<file path="config.mk">
export PLATFORM = sky130hd
export DESIGN_NAME = cirq_ctrl
export DESIGN_NICKNAME = d
export VERILOG_FILES = /design/src/rtl/cirq_pkg.sv /design/src/rtl/cirq_sync.sv /design/src/rtl/cirq_pend.sv /design/src/rtl/cirq_ctrl.sv
export SDC_FILE = /design/constraint.sdc
export NUM_CORES = 1
export LEC_CHECK = 0
export ABC_AREA = 1
export BUFFER_PORTS_ARGS = -buffer_cell sky130_fd_sc_hd__buf_4
export CORE_MARGIN = 4
export CORE_UTILIZATION = 33
export CTS_CLUSTER_DIAMETER = 80
export DETAILED_ROUTE_END_ITERATION = 6
export HOLD_SLACK_MARGIN = 0.05
export PLACE_DENSITY = 0.51
export SETUP_SLACK_MARGIN = 0.02
export SLEW_MARGIN = 0
export SYNTH_ARGS = -nofsm -noshare
export SYNTH_HDL_FRONTEND = slang
export SYNTH_SLANG_ARGS = --single-unit
</file>
<file path="constraint.sdc">
create_clock -name clk -period 1.9 [get_ports clk]
set_input_delay 0 -clock clk [delete_from_list [all_inputs] [get_ports clk]]
set_output_delay 0 -clock clk [all_outputs]
set_load 0.005 [all_outputs]
</file>
<file path="src/rtl/cirq_pkg.sv">
package cirq_pkg;
    localparam int DATA_W = 32;
    localparam int ADDR_W = 6;

    localparam logic [ADDR_W-1:0] OFS_ENA     = 6'h04;
    localparam logic [ADDR_W-1:0] OFS_ENA_CLR = 6'h08;
    localparam logic [ADDR_W-1:0] OFS_ENA_SET = 6'h0C;
    localparam logic [ADDR_W-1:0] OFS_KIND    = 6'h10;
    localparam logic [ADDR_W-1:0] OFS_POL     = 6'h14;
    localparam logic [ADDR_W-1:0] OFS_REQ     = 6'h1C;
    localparam logic [ADDR_W-1:0] OFS_SRC     = 6'h24;
    localparam logic [ADDR_W-1:0] OFS_ACK     = 6'h28;
    localparam logic [ADDR_W-1:0] OFS_SWTRIG  = 6'h2C;
endpackage

</file>
<file path="src/rtl/cirq_sync.sv">
module cirq_sync #(
    parameter int N = 28
) (
    input  logic         clk,
    input  logic         rst_n,
    input  logic [N-1:0] src_i,
    output logic [N-1:0] lvl_o,
    output logic [N-1:0] rise_o,
    output logic [N-1:0] fall_o
);
    typedef struct packed {
        logic [N-1:0] s1;
        logic [N-1:0] s2;
        logic [N-1:0] s3;
    } sync_t;

    sync_t st_d, st_q;

    always_comb begin
        st_d    = st_q;
        st_d.s1 = src_i;
        st_d.s2 = st_q.s1;
        st_d.s3 = st_q.s2;
    end

    always_ff @(posedge clk or negedge rst_n) begin
        if (!rst_n) st_q <= '0;
        else        st_q <= st_d;
    end

    assign lvl_o  = st_q.s2;
    assign rise_o = st_q.s2 & ~st_q.s3;
    assign fall_o = ~st_q.s2 & st_q.s3;
endmodule

</file>
<file path="src/rtl/cirq_pend.sv">
module cirq_pend #(
    parameter int N = 28
) (
    input  logic         clk,
    input  logic         rst_n,
    input  logic [N-1:0] kind_i,
    input  logic [N-1:0] pol_i,
    input  logic [N-1:0] lvl_i,
    input  logic [N-1:0] rise_i,
    input  logic [N-1:0] fall_i,
    input  logic [N-1:0] ack_i,
    input  logic [N-1:0] swtrig_i,
    output logic [N-1:0] edge_hit_o,
    output logic [N-1:0] latch_o,
    output logic [N-1:0] src_view_o
);
    logic [N-1:0] latch_d, latch_q;

    for (genvar g = 0; g < N; g++) begin : g_src
        assign edge_hit_o[g] = kind_i[g] & (pol_i[g] ? fall_i[g] : rise_i[g]);
        assign src_view_o[g] = latch_q[g] | (~kind_i[g] & (lvl_i[g] ^ pol_i[g]));
    end

    always_comb begin
        latch_d = (latch_q & ~ack_i) | edge_hit_o | swtrig_i;
    end

    always_ff @(posedge clk or negedge rst_n) begin
        if (!rst_n) latch_q <= '0;
        else        latch_q <= latch_d;
    end

    assign latch_o = latch_q;
endmodule

</file>
<file path="src/rtl/cirq_ctrl.sv">
module cirq_ctrl
    import cirq_pkg::*;
#(
    parameter int NSRC = 28
) (
    input  logic                clk,
    input  logic                rst_n,
    input  logic [NSRC-1:0]     src_i,
    input  logic [ADDR_W-1:0]   bus_addr_i,
    input  logic                bus_wr_i,
    input  logic [DATA_W-1:0]   bus_wdata_i,
    output logic [DATA_W-1:0]   bus_rdata_o,
    output logic                irq_o
);
    typedef struct packed {
        logic [NSRC-1:0] ena;
        logic [NSRC-1:0] kind;
        logic [NSRC-1:0] pol;
        logic            irq;
    } regs_t;

    regs_t r_d, r_q;

    logic [NSRC-1:0] wbits;
    logic [NSRC-1:0] set_w, clr_w, ack_w, sw_w;
    logic [NSRC-1:0] lvl, rise, fall;
    logic [NSRC-1:0] edge_hit, latch, src_view, req_view;

    assign wbits = bus_wdata_i[NSRC-1:0];

    always_comb begin
        set_w = '0;
        clr_w = '0;
        ack_w = '0;
        sw_w  = '0;
        if (bus_wr_i) begin
            case (bus_addr_i)
                OFS_ENA_SET: set_w = wbits;
                OFS_ENA_CLR: clr_w = wbits;
                OFS_ACK:     ack_w = wbits;
                OFS_SWTRIG:  sw_w  = wbits;
                default: ;
            endcase
        end
    end

    cirq_sync #(.N(NSRC)) u_sync (
        .clk    (clk),
        .rst_n  (rst_n),
        .src_i  (src_i),
        .lvl_o  (lvl),
        .rise_o (rise),
        .fall_o (fall)
    );

    cirq_pend #(.N(NSRC)) u_pend (
        .clk        (clk),
        .rst_n      (rst_n),
        .kind_i     (r_q.kind),
        .pol_i      (r_q.pol),
        .lvl_i      (lvl),
        .rise_i     (rise),
        .fall_i     (fall),
        .ack_i      (ack_w),
        .swtrig_i   (sw_w),
        .edge_hit_o (edge_hit),
        .latch_o    (latch),
        .src_view_o (src_view)
    );

    assign req_view = src_view & r_q.ena;

    always_comb begin
        r_d     = r_q;
        r_d.ena = (r_q.ena & ~clr_w) | set_w;
        if (bus_wr_i && bus_addr_i == OFS_KIND) r_d.kind = wbits;
        if (bus_wr_i && bus_addr_i == OFS_POL)  r_d.pol  = wbits;
        r_d.irq = |req_view;
    end

    always_ff @(posedge clk or negedge rst_n) begin
        if (!rst_n) r_q <= '0;
        else        r_q <= r_d;
    end

    always_comb begin
        bus_rdata_o = '0;
        case (bus_addr_i)
            OFS_ENA:  bus_rdata_o[NSRC-1:0] = r_q.ena;
            OFS_KIND: bus_rdata_o[NSRC-1:0] = r_q.kind;
            OFS_POL:  bus_rdata_o[NSRC-1:0] = r_q.pol;
            OFS_REQ:  bus_rdata_o[NSRC-1:0] = req_view;
            OFS_SRC:  bus_rdata_o[NSRC-1:0] = src_view;
            default: ;
        endcase
    end

    assign irq_o = r_q.irq;
endmodule

</file>
After elaboration in Yosys (flattened, before gate mapping)
Index checks and enable logic that the tools add are counted.
- word-level logic and storage cells: 209
- input bits: 69
- output and inout bits: 33
- register bits after elaboration: 197
- equal/unequal tests: 9
- bitwise operators: 152
- reduce and logical (&&, ||, !) cells: 3
- mux-type cells: 37
- operators by type and width (operator ; count):
    2-to-1 mux 28 bit ; 8
    bitwise AND 28 bit ; 5
    case mux 28 bit (5 select lines) ; 1
    inverter 28 bit ; 4
    OR 28 bit ; 3
    bitwise AND 1 bit ; 56
    2-to-1 mux 1 bit ; 28
    inverter 1 bit ; 28
    OR 1 bit ; 28
    OR reduction 28 bit ; 1
    XOR 1 bit ; 28
    == test 6 x 5 -> 1 bit (second input constant) ; 3
    == test 6 bit (second input constant) ; 3
    == test 6 x 4 -> 1 bit (second input constant) ; 2
    == test 6 x 3 -> 1 bit (second input constant) ; 1
    logical AND 1 bit ; 2

Depth between registers and ports, before layout
- depth after elaboration: 7
- mapped depth: 11
- gate-level depth less buffers: 11

Hierarchy
From an unflattened synthesis, not the netlist that was laid out.
- cell total of the unflattened synthesis: 1560
- area, all modules: 10822.9 um^2
- modules (own cells, without submodules) (module ; cells each ; times used ; area an instance (um^2) ; seq. area each (um^2)):
    cirq_ctrl ; 832 ; 1 ; 5322.6 ; 2127.0
    cirq_pend ; 504 ; 1 ; 2767.7 ; 700.7
    cirq_sync ; 224 ; 1 ; 2732.6 ; 2102.0

Worst setup path after synthesis
Ideal clock, no wire load.
- path kind: flip-flop to flip-flop
- start: register r_q[27] (netlist bit)
- end: register r_q, in the netlist irq_o
- clock period less this slack: 1205 ps
- data arrival time: 1086 ps
- path slack: 695 ps
- library setup time: 119 ps
- buffers on the path: 0
- data required time: 1781 ps
- stages on the path, launching flop included: 8
- path through: dfrtp_1 -> or2_2 -> nand3b_1 -> nand2_1 -> nand2_1 -> nand4_1 -> nor2_1 -> nand2_1
- RTL lines (what ; line ; source):
    start: declaration ; cirq_ctrl.sv:22 ; regs_t r_d, r_q;
    start signal: assignment ; cirq_ctrl.sv:83 ; else r_q <= r_d;

Worst setup path in the final report
- start: register r_q[27] (netlist bit)
- end: output port bus_rdata_o[26]
- longest elaborated chain between the ends: 5
- ends and longest elaborated chain (what ; line ; source):
    XOR 1 bit ; cirq_pend.sv:21 ; assign src_view_o[g] = latch_q[g] | (~kind_i[g] & (lvl_i[g] ^ pol_i[g]));
    bitwise AND 1 bit ; cirq_pend.sv:21 ;
    OR 1 bit ; cirq_pend.sv:21 ;
    bitwise AND 28 bit ; cirq_ctrl.sv:71 ; assign req_view = src_view & r_q.ena;
    case mux 28 bit (5 select lines) * ; cirq_ctrl.sv:88 ; case (bus_addr_i)
    end: declaration ; cirq_ctrl.sv:12 ; output logic [DATA_W-1:0] bus_rdata_o,
Every way passes the cells marked *; elsewhere a longest branch is shown, timed or not.

==> metrics.csv <==
metric,value,unit
status,"finished, final reports clean",
hpwl dp,15.4,mm
P_int,6.87,mW
"Max FO, Critical Path",5,
num ports,102,
DR top layer,met4,
WL met1,11.5,mm
Inst Count DP,1444,
global-route wire length before repair,38.8,mm
DRC Markers,0,
largest family of logic cells by synthesized area,simple AND/OR/NAND/NOR gates,
"flops & latches, synth",197,
H-tree depth,4,
Yosys Warn Count,0,
Hold Crit Class,input pin to register,
Layout Cells excl Fill,1536,
Critical Path AT,1750,ps
1st-pass router iterations,5,
min Tclk post-route,1750,ps
CTS tree,done,
Clk network pwr share,36.7,%
RSZ-0062 raised after global routing,false,
Sink Count,197,
ANT nets after route,0,
share of layout cells above drive strength 1,14.6,%
metal2 WL,11.4,mm
Yosys top cell area share,54.7,%
Syn Area/Cell,8.75,um^2
vias in the first global route,7162,
max-cap viol count,0,
floorplan row count,60,
hold_ws,69.2,ps
"Clk pin slew, worst setup/hold paths",80,ps
sequential element share of the synthesized area,54.7,%
largest net degree at the start of global routing,57,
die area,30000,um^2
most frequent cells in the layout,"296 x nand2_1, 197 x dfrtp_1, 122 x inv_1, 103 x buf_4, 95 x nand3_1",
mux cell area share after synthesis,0,%
core outline area,26900,um^2
Synth Area in Compound Gates,13.4,%
TritonCTS Buffers,17,
Peak Freq,573,MHz
leakage,5.18,nW
kind of start point of the critical path,register,
Clock Skew,8.27,ps
Post-CTS Resized,0,
Comb power frac,12.5,%
remaining global-route overflow,0,
Placed Area,10100,um^2
Sw Ratio,29.0,%
# diodes,0,
post-synth top area cell,dfrtp_1,
final hold vios,0,
via count,7385,
Syn Inst Count,1029,
"Slew Viols, Final",0,
"Clk Latency, worst-skew pair",440,ps
chip width,173,um
Root Driver,clkbuf_16,
relative slew slack,66.6,%
slowest CP cell,dfrtp_1,
"Period Utilization, post-route",91.9,%
Synth Area in Simple Gates,23.3,%
Initial DRC Count,483,
Synth cell types,26,
Avg WL per Cell,15.6,um
Total Wirelength,24.0,mm
Longest Clk Path Bufs,2,
Area contributors post-synth,"dfrtp_1 55%, nand2_1 12%, nand3_1 5.3%",
post-synthesis xor/xnor area fraction,0,%
WS Path Type,register to primary output,
GPL Wtd Cong,0.745,
VDD IR max,0.523,mV
NetSw,2.80,mW
Total GRT Usage,16.4,%
worst path cell trace,"or2_2, nand3b_1, nand2_1, nand3_1, nand4_1, buf_4",
"commonest non-fill, non-tap cell in the layout",nand2_1,
initial antenna violation count,0,
Synth-to-Final Area Change,25.5,%
largest stage delay on the critical path,420,ps
final instance area,11300,um^2
Tot Pwr,9.67,mW
# port buffers,93,
Worst Tran Pin Value,500,ps
postcts setup bufs,0,
Final nets,1251,
final setup TNS,0,ps
adder-cell share of the synthesized area,0,%
"Cell Area, Synth",9010,um^2
Initial Util,33.5,%
sequential share of power,50.8,%
CP required,1900,ps
Setup Viol. Count Final,0,
power per cell area,856,nW/um^2
met3 WL,825,um
DR vias/cell,4.81,
DIE HEIGHT,173,um
Critical Path Sink Type,primary output,
## cells in the mapped netlist, drive strengths merged
library cell	number
nor3	3
dfrtp	197
conb	1
nor2	13
a21oi	1
nand4	31
or2	2
nand3	97
o2111ai	27
nor4	1
buf	33
inv	127
clkbuf	10
nand2	300
o21ai	141
nand3b	17
a22oi	28
## layout make-up
| class | count | area (um^2) |
|---|---|---|
| Tap cell | 341 | 427 |
| Inverter | 127 | 477 |
| Timing Repair Buffer | 174 | 1590 |
| Sequential cell | 197 | 4930 |
| Fill cell | 2652 | 15600 |
| Multi-Input combinational cell | 665 | 3320 |
| Clock inverter | 14 | 134 |
| Clock buffer | 18 | 429 |
## power by group through the flow
| stage | sequential [mW] | combinational (mW) | clock (mW) |
|---|---|---|---|
| 6_report | 4.91 | 1.21 | 3.55 |
| 5_1_grt | 4.98 | 1.40 | 3.85 |
| 4_1_cts | 4.91 | 1.24 | 3.66 |
| 3_5_place_dp | 4.99 | 1.14 | 0 |
| 3_3_place_gp | 4.98 | 1.12 | 0 |
| 2_1_floorplan | 4.91 | 0.713 | 0 |
## state kept, by name (all words and copies together), names as in the netlist
register and flops:
r_q 84, u_pend.latch_o 28, u_sync.st_d 28, u_sync.lvl_o 28
u_sync.st_q 28, irq_o 1
## per-stage QoR
stage               utilization (%)  worst slack (ps)
floorplan                         -               695
finish                         42.1               154
CTS                            42.1               119
global route                   42.1              44.2
global placement               37.7               456
detailed placement             37.7               429
## metal layers
metal  up-vias  track usage [%]
li1       3735                -
met3        20             2.86
met1      3499             22.8
met4         0             4.59
met5         -                0
met2       131             26.5
## path summary, 6_finish.rpt
kind	startpoint	end	slack, ps	depth (start not counted)
setup reg to reg	r_q[5]	irq_o	450	10
max in group asynchronous	rst_n	u_sync.st_d[35]	1160	3
setup / recovery	r_q[27]	bus_rdata_o[26]	150	6
hold reg to reg	u_sync.st_d[42]	u_sync.lvl_o[14]	350	0
hold / removal	bus_wr_i	u_pend.latch_o[24]	70	3
min in group asynchronous	rst_n	u_sync.st_q[11]	100	2
## worst max-delay path, delay by kind of cell (launching register included)
kind | cells | cell delay, ps
buf+inv | 1 | 170
flops | 1 | 420
simple gates | 5 | 720
## timing repair
| action | in CTS | in global routing |
|---|---|---|
| setup endpoints to repair | 0 | 0 |
| hold endpoints to repair | 337 | 0 |
| hold buffers | 60 | 0 |
## logic make-up after synthesis
group / count (synthesis)
buffers and inverters: 170
AOI/OAI and AO/OA: 197
other: 1
DFF: 197
and+or+nand+nor: 464
Note: power is estimated with default switching activity, not from simulation.
